==> config.mk <==
export PLATFORM = sky130hd
export DESIGN_NAME = edge_irq_ctrl
export DESIGN_NICKNAME = d
export VERILOG_FILES = /design/src/rtl/edge_irq_pkg.sv /design/src/rtl/edge_irq_decode.sv /design/src/rtl/edge_irq_datapath.sv /design/src/rtl/edge_irq_ctrl.sv
export SDC_FILE = /design/constraint.sdc
export NUM_CORES = 1
export LEC_CHECK = 0
export BUFFER_PORTS_ARGS = -buffer_cell sky130_fd_sc_hd__buf_2
export CORE_ASPECT_RATIO = 0.8
export CORE_UTILIZATION = 35
export CTS_CLUSTER_DIAMETER = 100
export DETAILED_ROUTE_END_ITERATION = 7
export PLACE_DENSITY = 0.48
export SYNTH_ARGS = -nofsm -noshare
export SYNTH_HDL_FRONTEND = slang
export SYNTH_SLANG_ARGS = --single-unit
==> constraint.sdc <==
create_clock -name clk -period 2 [get_ports clk]
set_input_delay 0.4 -clock clk [delete_from_list [all_inputs] [get_ports clk]]
set_output_delay 0.4 -clock clk [all_outputs]
set_load 0.02 [all_outputs]
==> src/rtl/edge_irq_pkg.sv <==
package edge_irq_pkg;

  parameter int EIRQ_BANKS = 2;

  typedef enum logic [1:0] {
    KIND_EN   = 2'd0,
    KIND_STAT = 2'd1,
    KIND_POL  = 2'd2,
    KIND_NONE = 2'd3
  } regKind_e;

  typedef struct packed {
    logic [EIRQ_BANKS-1:0] enWr;
    logic [EIRQ_BANKS-1:0] clrWr;
    logic [EIRQ_BANKS-1:0] polWr;
    logic [EIRQ_BANKS-1:0] rdBankSel;
    regKind_e              rdKind;
  } ctlStrobe_t;

endpackage

==> src/rtl/edge_irq_decode.sv <==
module edge_irq_decode
  import edge_irq_pkg::*;
#(
  parameter int ADDR_W = 5
) (
  input  logic              regWe,
  input  logic [ADDR_W-1:0] regAddr,
  output ctlStrobe_t        strb
);

  localparam int WIDX = ADDR_W - 2;

  logic [WIDX-1:0] wordIdx;
  logic [WIDX-1:0] kindIdx;
  logic [WIDX-1:0] bankIdx;
  regKind_e        kind;

  assign wordIdx = regAddr[ADDR_W-1:2];
  assign kindIdx = wordIdx / WIDX'(EIRQ_BANKS);
  assign bankIdx = wordIdx % WIDX'(EIRQ_BANKS);

  always_comb begin
    kind = KIND_NONE;
    if (regAddr[1:0] == 2'b00) begin
      if (kindIdx == WIDX'(0))      kind = KIND_EN;
      else if (kindIdx == WIDX'(1)) kind = KIND_STAT;
      else if (kindIdx == WIDX'(2)) kind = KIND_POL;
    end
  end

  always_comb begin
    strb = '0;
    strb.rdKind = kind;
    for (int b = 0; b < EIRQ_BANKS; b++) begin
      if (bankIdx == WIDX'(b)) begin
        strb.rdBankSel[b] = 1'b1;
        if (regWe) begin
          strb.enWr[b]  = (kind == KIND_EN);
          strb.clrWr[b] = (kind == KIND_STAT);
          strb.polWr[b] = (kind == KIND_POL);
        end
      end
    end
  end

endmodule

==> src/rtl/edge_irq_datapath.sv <==
module edge_irq_datapath
  import edge_irq_pkg::*;
#(
  parameter int NUM_SRC = 55,
  parameter int BANK_W  = 32
) (
  input  logic               clk,
  input  logic               rstN,
  input  logic [NUM_SRC-1:0] srcIn,
  input  ctlStrobe_t         strb,
  input  logic [BANK_W-1:0]  wdata,
  output logic [BANK_W-1:0]  rdata,
  output logic               irqOut,
  output logic [NUM_SRC-1:0] pendVec,
  output logic [NUM_SRC-1:0] enVec,
  output logic [NUM_SRC-1:0] edgeVec
);

  localparam int FULL_W = EIRQ_BANKS * BANK_W;

  logic [FULL_W-1:0] validMask;
  logic [FULL_W-1:0] srcFull;
  logic [FULL_W-1:0] syncA, syncB, prevNorm, normLvl, edgeFull;
  logic [FULL_W-1:0] enFull, polFull, pendFull;
  logic [FULL_W-1:0] enNext, polNext, clrFull;

  always_comb begin
    validMask = '0;
    validMask[NUM_SRC-1:0] = '1;
    srcFull = '0;
    srcFull[NUM_SRC-1:0] = srcIn;
  end

  // Polarity folds falling-edge inputs onto a rising-edge detector.
  assign normLvl  = syncB ^ polFull;
  assign edgeFull = normLvl & ~prevNorm & validMask;

  always_comb begin
    enNext  = enFull;
    polNext = polFull;
    clrFull = '0;
    for (int b = 0; b < EIRQ_BANKS; b++) begin
      if (strb.enWr[b])  enNext[b*BANK_W +: BANK_W]  = wdata;
      if (strb.polWr[b]) polNext[b*BANK_W +: BANK_W] = wdata;
      if (strb.clrWr[b]) clrFull[b*BANK_W +: BANK_W] = wdata;
    end
  end

  always_ff @(posedge clk or negedge rstN) begin
    if (!rstN) begin
      syncA    <= '0;
      syncB    <= '0;
      prevNorm <= '0;
      enFull   <= '0;
      polFull  <= '0;
      pendFull <= '0;
      irqOut   <= 1'b0;
    end else begin
      syncA    <= srcFull;
      syncB    <= syncA;
      prevNorm <= normLvl;
      enFull   <= enNext & validMask;
      polFull  <= polNext & validMask;
      // Event beats clear on the same bit.
      pendFull <= ((pendFull & ~clrFull) | edgeFull) & validMask;
      irqOut   <= |(pendFull & enFull);
    end
  end

  always_comb begin
    rdata = '0;
    for (int b = 0; b < EIRQ_BANKS; b++) begin
      if (strb.rdBankSel[b]) begin
        case (strb.rdKind)
          KIND_EN:   rdata = enFull[b*BANK_W +: BANK_W];
          KIND_STAT: rdata = pendFull[b*BANK_W +: BANK_W];
          KIND_POL:  rdata = polFull[b*BANK_W +: BANK_W];
          default:   rdata = '0;
        endcase
      end
    end
  end

  assign pendVec = pendFull[NUM_SRC-1:0];
  assign enVec   = enFull[NUM_SRC-1:0];
  assign edgeVec = edgeFull[NUM_SRC-1:0];

endmodule

==> src/rtl/edge_irq_ctrl.sv <==
module edge_irq_ctrl
  import edge_irq_pkg::*;
#(
  parameter int NUM_SRC = 55,
  parameter int BANK_W  = 32,
  parameter int ADDR_W  = 5
) (
  input  logic               clk,
  input  logic               rstN,
  input  logic               regWe,
  input  logic [ADDR_W-1:0]  regAddr,
  input  logic [BANK_W-1:0]  regWdata,
  output logic [BANK_W-1:0]  regRdata,
  input  logic [NUM_SRC-1:0] srcIn,
  output logic               irqOut
);

  ctlStrobe_t         strb;
  logic [NUM_SRC-1:0] pendVec;
  logic [NUM_SRC-1:0] enVec;
  logic [NUM_SRC-1:0] edgeVec;

  edge_irq_decode #(.ADDR_W(ADDR_W)) u_decode (
    .regWe   (regWe),
    .regAddr (regAddr),
    .strb    (strb)
  );

  edge_irq_datapath #(.NUM_SRC(NUM_SRC), .BANK_W(BANK_W)) u_datapath (
    .clk     (clk),
    .rstN    (rstN),
    .srcIn   (srcIn),
    .strb    (strb),
    .wdata   (regWdata),
    .rdata   (regRdata),
    .irqOut  (irqOut),
    .pendVec (pendVec),
    .enVec   (enVec),
    .edgeVec (edgeVec)
  );

endmodule

After elaboration in Yosys (flattened, before gate mapping)
Index checks and enable logic that the tools add are counted.
Word-level totals
  flip-flop bits (word level): 331
  input bits: 95
  output and inout port bits: 33
  word-level logic and storage cells: 46
Operators by class
  equality and inequality tests: 4
  mux-type cells: 21
  bitwise logic cells: 7
  reduce and logical (&&, ||, !) cells: 5
Operators with widths (count)
  $and 55x55->55: 3
  $not 55->55: 2
  $mux 32: 3
  $pmux 32 s3: 1
  $pmux 23 s3: 1
  $reduce_or 64->1: 1
  $or 55x55->55: 1
  $xor 55x55->55: 1
  $mux 23: 1
  $mux 1: 12
  $logic_not 3->1: 2
  $mux 2: 3
  $eq 2x1->1 const B: 2
  $eq 2x2->1 const B: 2
  $logic_not 2->1: 2

Logic depth before layout (Yosys ltp)
Gate-level depths: netlist of the first run.
  depth after elaboration: 12
  depth in mapped cells: 6
  depth with buffers taken out: 4

Cells and area by module
From an unflattened synthesis of the first run, not the netlist that was laid out.
Second synthesis, totals
  cells, all modules: 949
  area, all modules: 12871.1 um2
Modules (own cells, without submodules)
  edge_irq_datapath: instances 1, cells each 935, area an instance 12752.2 um2, seq. area each 8282.9 um2
  edge_irq_decode: instances 1, cells each 14, area an instance 118.9 um2, seq. area each 0.0 um2

Worst setup path before layout of the first run
Ideal clock, no wire load.
  kind: input to output
  start: in regAddr[1]
  end: out regRdata[10]
  arrival time: 1.558 ns
  setup slack: 0.042 ns
  cell stages on the path: 5
  path through: nor4b_2 > buf_2 > buf_2 > a22oi_1 > o22ai_1
Between the ends
  word-level cells in the longest chain between the ends: 6
RTL lines
  start, declared: line edge_irq_ctrl.sv:11  | input logic [ADDR_W-1:0] regAddr,
  $logic_not 2->1 *: line edge_irq_decode.sv:24  | if (regAddr[1:0] == 2'b00) begin
  $mux 2 *: line edge_irq_decode.sv:24
  $eq 2x2->1 (tied with other cells): line edge_irq_datapath.sv:74  | case (strb.rdKind)
  $pmux 32 s3: line edge_irq_datapath.sv:74
  $mux 32: line edge_irq_datapath.sv:73  | if (strb.rdBankSel[b]) begin
  $mux 32 *: line edge_irq_datapath.sv:73
  end, declared: line edge_irq_ctrl.sv:13  | output logic [BANK_W-1:0] regRdata,
Every way passes the cells marked *; elsewhere a longest branch is shown, timed or not.

Worst setup path in the final report of the first run
  start: in regAddr[3]
  end: out regRdata[2]
Between the ends
  word-level cells in the longest chain between the ends: 9
RTL lines
  $eq 2x2->1: line edge_irq_decode.sv:27  | else if (kindIdx == WIDX'(2)) kind = KIND_POL;
  $mux 1: line edge_irq_decode.sv:27
  $mux 2: line edge_irq_decode.sv:26  | else if (kindIdx == WIDX'(1)) kind = KIND_STAT;
  $mux 2 *: line edge_irq_decode.sv:25  | if (kindIdx == WIDX'(0)) kind = KIND_EN;
  $mux 2 *: line edge_irq_decode.sv:24
  $eq 2x2->1 (tied with other cells): line edge_irq_datapath.sv:74
  $pmux 32 s3: line edge_irq_datapath.sv:74
  $mux 32: line edge_irq_datapath.sv:73
  $mux 32 *: line edge_irq_datapath.sv:73
Marked as above.

==> results by group, run 1 <==
Synth
  • Mapped Cells: 890
  • Count of different cell masters after synthesis: 27
  • Synthesis Warnings: 0
  • #FFs+latches synth: about 330
  • Post-synth ARST share: 100%
  • Post-synthesis sequential area ratio: approximately 65%
  • Cell Area, Synth: ~13000 um2
  • Synth Flop Type: dfrtp_1
  • Syn Area/Cell: between 10 and 15 um2
  • Syn nets: between 900 and 1000
  • EDFF count, synth: 0

Routing
  • Routed via count: 8406
  • Drt wl/cell: between 20 and 25 um
  • Residual DRC count: 0
  • Initial detailed-routing violation count: 437
  • DRT antenna net count: 0
  • Post-Route WL: 36.2 mm
  • Drt pass-1 iters: 4
  • Via-to-Cell Ratio: ~5

Global routing
  • First-pass GRT wire length: between 50 and 60 mm
  • Antenna violations before repair: 1
  • Vias in the first global route: between 8000 and 9000
  • GRT Residual Overflow: 0
  • Largest net degree at the start of global routing: between 50 and 60
  • Global Route Usage Sum: roughly a fifth

Floorplanning
  • Ports: ~130
  • Die Wd: around 220 um
  • Die Ht: 173 um
  • Initial Util: approximately 36%
  • Row cnt: just over 60
  • Die ar.: between 30000 and 40000 um2
  • Core box area: around 36000 um2

Placed design
  • Area after DPL: about 15000 um2
  • Port bufs: around 130
  • Detailed Place HPWL: between 20 and 25 mm
  • GP Congestion: 0.758
  • Dpl ws: -0.346 ns

Job
  • MaxCap Viol Count: 0

Clock tree
  • CTS tree: built
  • CTS max path bufs: 3
  • TritonCTS buffer count: 36
  • Cell chosen for the clock root: clkbuf_16
  • Clock insertion delay at the later pin of the skew report: 0.53 ns
  • CTS HTree Levels: 2
  • Sink Count: approximately 330
  • Clk slew on worst S/H paths: about 0.06 ns

Run status
  • Status: finished with violations
  • Failing checks: negative setup slack

STA
  • Achievable frequency: between 0.4 and 0.5 GHz
  • Tmin final: about 2.2 ns
  • Final period util: 108%
  • Skew final: 0.0191 ns
  • Worst slew margin: 63.8%
  • Slew @ Worst Pin: approximately 0.54 ns
  • RSZ-0062 raised after global routing: yes
  • Setup TNS: -2.28 ns
  • Hold Slack: roughly 0.11 ns
  • Final Max Tran Viols: 0
  • Final worst slack: -0.168 ns
  • Final Hold Viols: 0
  • Final setup vio count: 33

Finish
  • Final Cell Area: around 18000 um2
  • Commonest non-fill, non-tap cell in the layout: dfrtp_1
  • Share of cells above drive strength 1: between 30% and 40%
  • Total Nets Final: around 1300
  • Filler cell count: 3112
  • Most frequent cells in the layout: dfrtp_1 (329), mux2_1 (95), buf_2 (90)
  • Synth-to-layout area growth: 41.1%

Power and ir drop
  • Power Total: 0.0174 W
  • Leak: just over 8 nW
  • PD cells: 963 nW/um2
  • Worst vdd ir: 598 uV

Worst hold path
  • Worst min-delay path class: in2reg

Worst setup path
  • CP endpoint kind: output pin
  • Crit path launch type: primary input
  • Crit path kind: in2out
  • R2r setup slk: 0 ns
  • Worst Path Required: 1.60 ns
  • Crit Path Max Fanout: 6
  • Critical Path AT: roughly 1.8 ns
metrics by stage:
stage / util (%) / cells
6_report: 50.2 / 1717
5_1_grt: 50.2 / 1717
4_1_cts: 49.8 / 1710
3_5_place_dp: 40.6 / 1525
3_3_place_gp: 40.6 / 1525
2_1_floorplan: - / 890
power breakdown:
part	internal, W	switching [W]	leakage [nW]
clock network	0.00410	0.00273	0.590
registers	0.00756	0.000557	3.83
logic	0.00129	0.00112	3.72
state kept, by name (all words and copies together), names as in the netlist:
signal	cells
u_datapath.syncB	55
u_datapath.prevNorm	55
u_datapath.polFull	55
u_datapath.enFull	55
u_datapath.syncA	55
u_datapath.pendFull	55
u_datapath.irqOut	1
cells in the mapped netlist (2+ instances only):
master	number	area, um2
a221oi_1	11	96.3
a22o_1	66	578
a22oi_1	59	443
and4b_1	2	20.0
buf_2	18	90.1
buf_4	11	82.6
buf_6	10	113
clkbuf_1	5	18.8
dfrtp_1	331	8280
inv_1	55	206
mux2_1	95	1070
mux2_2	70	788
nand2_1	56	210
nand4_1	4	25.0
nor2_1	9	33.8
o22ai_1	23	144
xor2_1	55	482
routing by layer:
layer  global-route usage, %  wire length, um  vias up
li1                        -                -     3834
met1                    29.5            18000     4374
met2                    30.9            16400      154
met3                    2.73             1090       44
met4                    5.14              685        0
met5                       0                0        -
critical path, cell delays in order:
cell,delay [ns]
buf_12,0.11
nor4b_4,0.29
buf_4,0.17
buf_12,0.14
buf_12,0.13
a22oi_2,0.08
o22ai_2,0.27
buf_6,0.16
logic make-up (layout without fill, tap and decap cells):
logic type	Yosys count	count (layout)	synth area share, %
AO/OA/AOI/OAI	161	161	10.0
XOR/XNOR	55	55	3.77
buffers and inverters	99	445	4.00
flip-flops	331	331	64.8
multiplexers	165	165	14.5
other	0	1	0
AND/OR/NAND/NOR	79	79	2.84
timing repair:
action,4_1_cts,5_1_grt
pin swaps,53,25
setup buffers,54,9
gates cloned,11,1
endpoints found under the hold margin,99,0
resized for setup,192,22
setup endpoints to repair,33,33
hold buffers,56,0
worst paths after layout:
kind,depth (start not counted),to,startpoint
min,2,u_datapath.enFull[27],regWdata[27]
min reg2reg,0,u_datapath.syncB[42],u_datapath.syncA[42]
max reg2reg,6,u_datapath.irqOut,u_datapath.pendFull[0]
max,8,regRdata[2],regAddr[3]
min in group asynchronous,2,u_datapath.prevNorm[24],rstN
max in group asynchronous,3,u_datapath.syncB[36],rstN
final cells by class:
| class | instances | area, um2 | share of cell area, % |
|---|---|---|---|
| Clock inverter | 12 | 158 | 0.875 |
| Clock buffer | 52 | 1060 | 5.90 |
| Tap cell | 480 | 601 | 3.33 |
| Inverter | 55 | 206 | 1.15 |
| Multi-Input combinational cell | 460 | 4540 | 25.2 |
| Timing Repair Buffer | 326 | 3170 | 17.6 |
| Antenna cell | 1 | 2.50 | 0.0139 |
| Sequential cell | 331 | 8290 | 46.0 |
Power figures use the tool's default switching activity.
==> inputs of run 2 (changes only) <==
HOLD_SLACK_MARGIN = 0.02   (was unset)
SYNTH_HIERARCHICAL = 1   (was unset)
==> run 2 against run 1 <==
Compared with the run above:
- the flow still finishes with violations (negative setup slack)
- global-route usage shrank 1.2 points
- first-iteration DRC count is 12% higher
- die area increased by 0.74%
- wire length is 5.7% lower
- highest routed layer is now met5
==> results by group, run 2 <==
Run status
  • Status: finished with violations
  • Failing checks: negative setup slack

Global routing
  • Vias in the first global route: about 8600
  • Met1 Usage GRT: between 20 and 30%
  • GRT Residual Overflow: 0
  • Met3 Resource Use GR: approximately 3.3%
  • Largest net degree at the start of global routing: 67
  • First-pass GRT wire length: approximately 53 mm
  • Antenna violations before repair: 1
  • M2 GR Usage: around 28%
  • Global Route Usage Sum: between 10% and 20%
  • GRT busiest layer: met2

STA
  • Hold Slack: 0.144 ns
  • Final period util: 119%
  • Achievable frequency: 0.418 GHz
  • RSZ-0062 raised after global routing: yes
  • Tmin final: ~2.4 ns
  • Final worst slack: -0.390 ns
  • Final setup vio count: 32
  • Slew @ Worst Pin: 0.487 ns
  • Final Max Tran Viols: 0
  • Worst slew margin: 67.5%
  • Setup TNS: -10.17 ns
  • Final Hold Viols: 0
  • Skew final: around 0.018 ns

Finish
  • Synth-to-layout area growth: 33.0%
  • Most frequent cells in the layout: dfrtp_1 (331), mux2_2 (110), buf_2 (98)
  • Share of cells above drive strength 1: around 37%
  • # diodes: 0
  • Final Cell Area: between 15000 and 20000 um2
  • Filler cell count: roughly 3200
  • Commonest non-fill, non-tap cell in the layout: dfrtp_1
  • Fin cells: 1699
  • Total Nets Final: 1290

Placed design
  • Detailed Place HPWL: about 22 mm
  • Placed Cells: 1573
  • Area after DPL: 14800 um2
  • GP Congestion: between 0.7 and 0.8
  • Port bufs: 127

Synth
  • Synth area leader: dfrtp_1
  • EDFF count, synth: 0
  • Area fraction of the dominant cell type after synthesis: between 60% and 70%
  • Post-synthesis sequential area ratio: between 60% and 70%
  • Most frequent cells after synthesis: dfrtp_1 (331), mux2_2 (110), nand2_1 (103), nor2b_1 (56)
  • Syn nets: approximately 1000
  • Syn Area/Cell: roughly 14 um2
  • Cell Area, Synth: around 13000 um2
  • #FFs+latches synth: approximately 330
  • Most common cell in the synthesized netlist: dfrtp_1
  • Post-synth ARST share: between 90% and 100%
  • Synthesis Warnings: 6
  • Count of different cell masters after synthesis: 33
  • Mapped Cells: approximately 950
  • Synth Flop Type: dfrtp_1
  • Top area cells in the synthesized netlist: dfrtp_1 (64%), mux2_2 (9.6%), mux2i_1 (4.3%)

Clock tree
  • CTS max path bufs: 3
  • CTS tree: built
  • Cell chosen for the clock root: clkbuf_16
  • Clk slew on worst S/H paths: around 0.060 ns
  • CTS HTree Levels: 2
  • Clock insertion delay at the later pin of the skew report: ~0.53 ns
  • TritonCTS buffer count: 36
  • Sink Count: 331

Worst setup path
  • Crit-path max cell delay: roughly 0.46 ns
  • Crit path kind: in2out
  • Crit path launch type: primary input
  • Worst-path cell chain: buf_8 > buf_12 > or3_4 > buf_12 > mux2i_4 > o21ai_2 > buf_6 > a22o_4 > buf_6
  • Critical Path AT: 1.99 ns
  • CP endpoint kind: output pin
  • Crit Path Max Fanout: 5
  • Worst Path Required: about 1.6 ns
  • Critical-path top delay cell: or3_4

Routing
  • Post-Route WL: between 30 and 40 mm
  • Routed via count: roughly 8200
  • Drt wl/cell: roughly 20 um
  • Initial detailed-routing violation count: 491
  • DRT antenna net count: 0
  • Via-to-Cell Ratio: between 4 and 5
  • Drt pass-1 iters: 4
  • Residual DRC count: 0

Power and ir drop
  • Register share of total power: 48.6%
  • Clock Power Share: 38.2%
  • Power Total: 0.0169 W
  • Net Sw Frac: between 20% and 30%
  • Internal power: between 0.01 and 0.015 W
  • Combinational power share: a little over an eighth
  • PD cells: around 1000 nW/um2
  • NetSw: ~0.0043 W
  • Leak: 7.72 nW
  • Worst vdd ir: ~600 uV

Floorplanning
  • Die ar.: between 30000 and 40000 um2
  • Initial Util: 35.7%
  • Die Wd: roughly 220 um
  • Row cnt: 62
  • Die Ht: between 150 and 200 um
  • Core box area: 36100 um2
  • Ports: around 130

Job
  • MaxCap Viol Count: 0

Worst hold path
  • Worst min-delay path class: in2reg
==> run 2: changes by cell type in the layout (fill, tap and decap cells not counted), sizes merged, moves of 9 or more <==
cell   previous run  this run
mux2            165       110
a21oi             0         9
nand2            56       103
a21o              0        55
o22ai            23         0
a22o             66        34
a22oi            59         4
o21ai             0        46
nor2              9        20
nor2b             0        56
mux2i             0        55
inv              55         3
buf             268       193
==> run 2: timing repair <==
item | 4_1_cts | 5_1_grt
hold buffers | 56 | 0
endpoints found under the hold margin | 87 | 0
setup endpoints to repair | 33 | 32
gates resized for setup | 93 | 52
pin swaps | 24 | 15
buffers inserted | 4 | 3
gates cloned | 2 | 1
==> run 2: path summary, 6_finish.rpt <==
| path | from | end | slack [ns] | cells past startpoint |
|---|---|---|---|---|
| min in group asynchronous | rstN | u_datapath/pendFull[8] | 0.37 | 2 |
| max reg2reg | u_datapath/pendFull[44] | u_datapath/irqOut | 0.07 | 4 |
| max | regAddr[0] | regRdata[21] | -0.39 | 9 |
| min reg2reg | u_datapath/syncA[6] | u_datapath/syncB[6] | 0.34 | 0 |
| max in group asynchronous | rstN | u_datapath/syncA[53] | 0.93 | 3 |
| min | regWdata[29] | u_datapath/polFull[29] | 0.14 | 2 |
==> run 2: area by class of cell <==
cell class	instances	area (um2)	share of cell area [%]
Clock inverter	8	78.8	0.460
Sequential cell	331	8280	48.4
Tap cell	480	601	3.51
Inverter	1	3.75	0.0219
Multi-Input combinational cell	575	4920	28.8
Timing Repair Buffer	250	2170	12.7
Clock buffer	54	1060	6.19
==> run 2: logic make-up after synthesis <==
group | count (synthesis) | share of synthesized area (%)
muxes | 165 | 13.9
xor gates and xnor gates | 55 | 3.74
DFF | 331 | 64.4
buffers and inverters | 44 | 1.59
AOI/OAI and AO/OA | 160 | 9.06
and+or+nand+nor | 194 | 7.35
==> run 2: power groups by stage <==
stage          sequential, W  combinational, W  clock [W]
2_1_floorplan        0.00806           0.00133          0
3_3_place_gp         0.00827           0.00200          0
3_5_place_dp         0.00828           0.00203          0
4_1_cts              0.00817           0.00221    0.00665
5_1_grt              0.00829           0.00247    0.00691
6_report             0.00818           0.00224    0.00643
==> run 2: critical path, delay by kind of cell <==
family | cells | cell delay (ns)
multiplexers | 1 | 0.16
AND/OR/NAND/NOR | 1 | 0.46
buffers and inverters | 5 | 0.67
AO/OA/AOI/OAI | 2 | 0.30
==> run 2: metal layers <==
layer | wire (um) | share of wire, % | vias up
met5 | 13 | 0.038 | -
met4 | 707 | 2.1 | 2
met3 | 1480 | 4.3 | 48
met2 | 15300 | 45 | 143
met1 | 16600 | 49 | 4170
li1 | - | - | 3814
==> run 2: stage by stage <==
step                      setup slack [ns]  utilization (%)
after floorplan                     -0.238                -
after global placement              -0.533             41.1
after detailed placement            -0.565             41.1
after CTS                           -0.386             46.9
after global routing                -0.425             47.5
final                               -0.390             47.5
==> inputs of run 3 (changes only) <==
CORE_UTILIZATION = 50   (was 35)
CTS_CLUSTER_DIAMETER = unset   (was 100)
GPL_ROUTABILITY_DRIVEN = 0   (was unset)
PLACE_DENSITY = 0.65   (was 0.48)
==> run 3 against run 2 <==
Compared with the run above:
- the run still ends with negative setup slack left
- combinational power is essentially flat
- hold slack better by 0.020 ns
- utilization is 19 points higher
- critical path depth unchanged
- via count is 2.3% higher
- power decreased by 1.5%
- clock-buffer cell count shrank 10
- largest power group unchanged
- register-to-register slack about the same
==> results by group, run 3 (same netlist as run 2, synthesis figures left out) <==
Finish
  • Commonest non-fill, non-tap cell in the layout: dfrtp_1
  • Most frequent cells in the layout: dfrtp_1 (331), mux2_2 (110), nand2_1 (96)
  • Share of cells above drive strength 1: 35.1%
  • Synth-to-layout area growth: 31.0%
  • # diodes: 0
  • Total Nets Final: approximately 1300
  • Filler cell count: 1839

Floorplanning
  • Die ar.: 26400 um2
  • Core box area: between 20000 and 30000 um2
  • Die Wd: ~180 um
  • Initial Util: 50.9%
  • Row cnt: 52
  • Die Ht: approximately 150 um
  • Ports: around 130

Placed design
  • Detailed Place HPWL: approximately 20 mm
  • Port bufs: about 130

Global routing
  • First-pass GRT wire length: ~50 mm
  • Largest net degree at the start of global routing: 64
  • Global Route Usage Sum: 25.0%
  • Antenna violations before repair: 0
  • GRT Residual Overflow: 0
  • Vias in the first global route: ~8500

Worst setup path
  • CP Launch Point: regAddr[0]
  • Critical Path AT: ~2.0 ns
  • R2r setup slk: approximately 0.070 ns
  • Crit Path Max Fanout: 6
  • Worst Path Required: around 1.6 ns
  • R2R Path Start: u_datapath/pendFull[27]
  • CP endpoint kind: output pin
  • Crit path kind: in2out
  • Cell depth of the worst flop-to-flop path: 4
  • Worst r2r dst: u_datapath/irqOut
  • Crit path launch type: primary input

STA
  • Slew @ Worst Pin: between 0.4 and 0.5 ns
  • Achievable frequency: 0.420 GHz
  • Final setup vio count: 32
  • Worst slew margin: roughly two thirds
  • Final worst slack: -0.379 ns
  • Final period util: 119%
  • Setup TNS: -10.78 ns
  • Final Max Tran Viols: 0
  • RSZ-0062 raised after global routing: yes
  • Hold Slack: 0.164 ns
  • Final Hold Viols: 0
  • Skew final: 0.0129 ns
  • Tmin final: between 2 and 2.5 ns

Power and ir drop
  • Leak: between 7 and 8 nW
  • PD cells: 985 nW/um2
  • Worst vdd ir: approximately 890 uV
  • Power Total: about 0.017 W

Clock tree
  • CTS tree: built
  • CTS HTree Levels: 2
  • CTS max path bufs: 3
  • Sink Count: about 330
  • Cell chosen for the clock root: clkbuf_16
  • Clock insertion delay at the later pin of the skew report: around 0.51 ns
  • Clk slew on worst S/H paths: ~0.050 ns
  • TritonCTS buffer count: 34

Run status
  • Failing checks: negative setup slack
  • Status: finished with violations

Routing
  • DRT antenna net count: 0
  • Post-Route WL: about 33 mm
  • Routed via count: ~8400
  • Residual DRC count: 0
  • Initial detailed-routing violation count: ~520
  • Via-to-Cell Ratio: roughly 5.5
  • Drt wl/cell: roughly 21 um
  • Drt pass-1 iters: 5

Job
  • MaxCap Viol Count: 0

Worst hold path
  • Hold path startpoint: regWdata[30]
  • Hold endpoint: u_datapath/polFull[30]
  • Worst min-delay path class: in2reg
  • Hold depth: 2
## run 3: cell count changes in the layout (fill, tap and decap cells not counted), sizes merged
cell / previous run / this run
buf: 193 / 186
clkbuf: 55 / 48
clkinv: 4 / 8
clkinvlp: 1 / 3
inv: 3 / 1
bufbuf: 0 / 1
## run 3: final cells by class
| class | instances | area [um2] | share of cell area (%) |
|---|---|---|---|
| clock inverters | 12 | 92.6 | 0.549 |
| repair buffers | 247 | 2290 | 13.6 |
| flip-flops and latches | 331 | 8280 | 49.1 |
| inverters | 1 | 3.75 | 0.0223 |
| multi-input cells | 575 | 4790 | 28.4 |
| clock buffers | 44 | 992 | 5.89 |
| well taps | 324 | 405 | 2.41 |
## run 3: how the worst max path moves through the flow
stage	to	slack [ns]	depth (start not counted)
finish	regRdata[2]	-0.38	9
CTS	regRdata[3]	-0.34	7
global route	regRdata[0]	-0.41	9
detailed placement	regRdata[2]	-0.50	6
global placement	regRdata[2]	-0.50	6
floorplan	regRdata[10]	-0.24	9
## run 3: stage by stage
| stage | instance area [um2] | setup slack (ns) | instances | utilization, % |
|---|---|---|---|---|
| after CTS | 16600 | -0.342 | 1529 | 65.6 |
| after global placement | 14500 | -0.499 | 1404 | 57.5 |
| after global routing | 16900 | -0.413 | 1534 | 66.6 |
| final | 16900 | -0.379 | 1534 | 66.6 |
| after floorplan | 13200 | -0.238 | 949 | - |
| after detailed placement | 14500 | -0.499 | 1404 | 57.5 |
## run 3: worst max-delay path, stage by stage
cell and delay [ns]:
buf_8 0.10, or3_4 0.49, nor2b_4 0.17, buf_12 0.15, buf_12 0.13, nand2_1 0.05
o21ai_1 0.13, a22o_1 0.17, buf_2 0.16
## run 3: report_power, final
part	internal, W	total, W	switching, W
clock network	0.00362	0.00618	0.00256
logic	0.00122	0.00225	0.00103
registers	0.00756	0.00817	0.000617
total	0.0124	0.0166	0.00420
## run 3: layer usage
metal	vias up	GRT usage, %	share of wire (%)
li1	3776	-	-
met1	4295	37.4	47
met2	236	37.7	45
met3	58	4.53	5.4
met4	0	7.03	2.2
met5	-	0	0
## run 3: timing repair
action,CTS,global route
endpoints found under the hold margin,92,0
endpoints found under the setup margin,32,32
pin swaps,10,24
cloned,8,4
gates resized for setup,53,64
hold buffers,56,0
buffers inserted,6,4
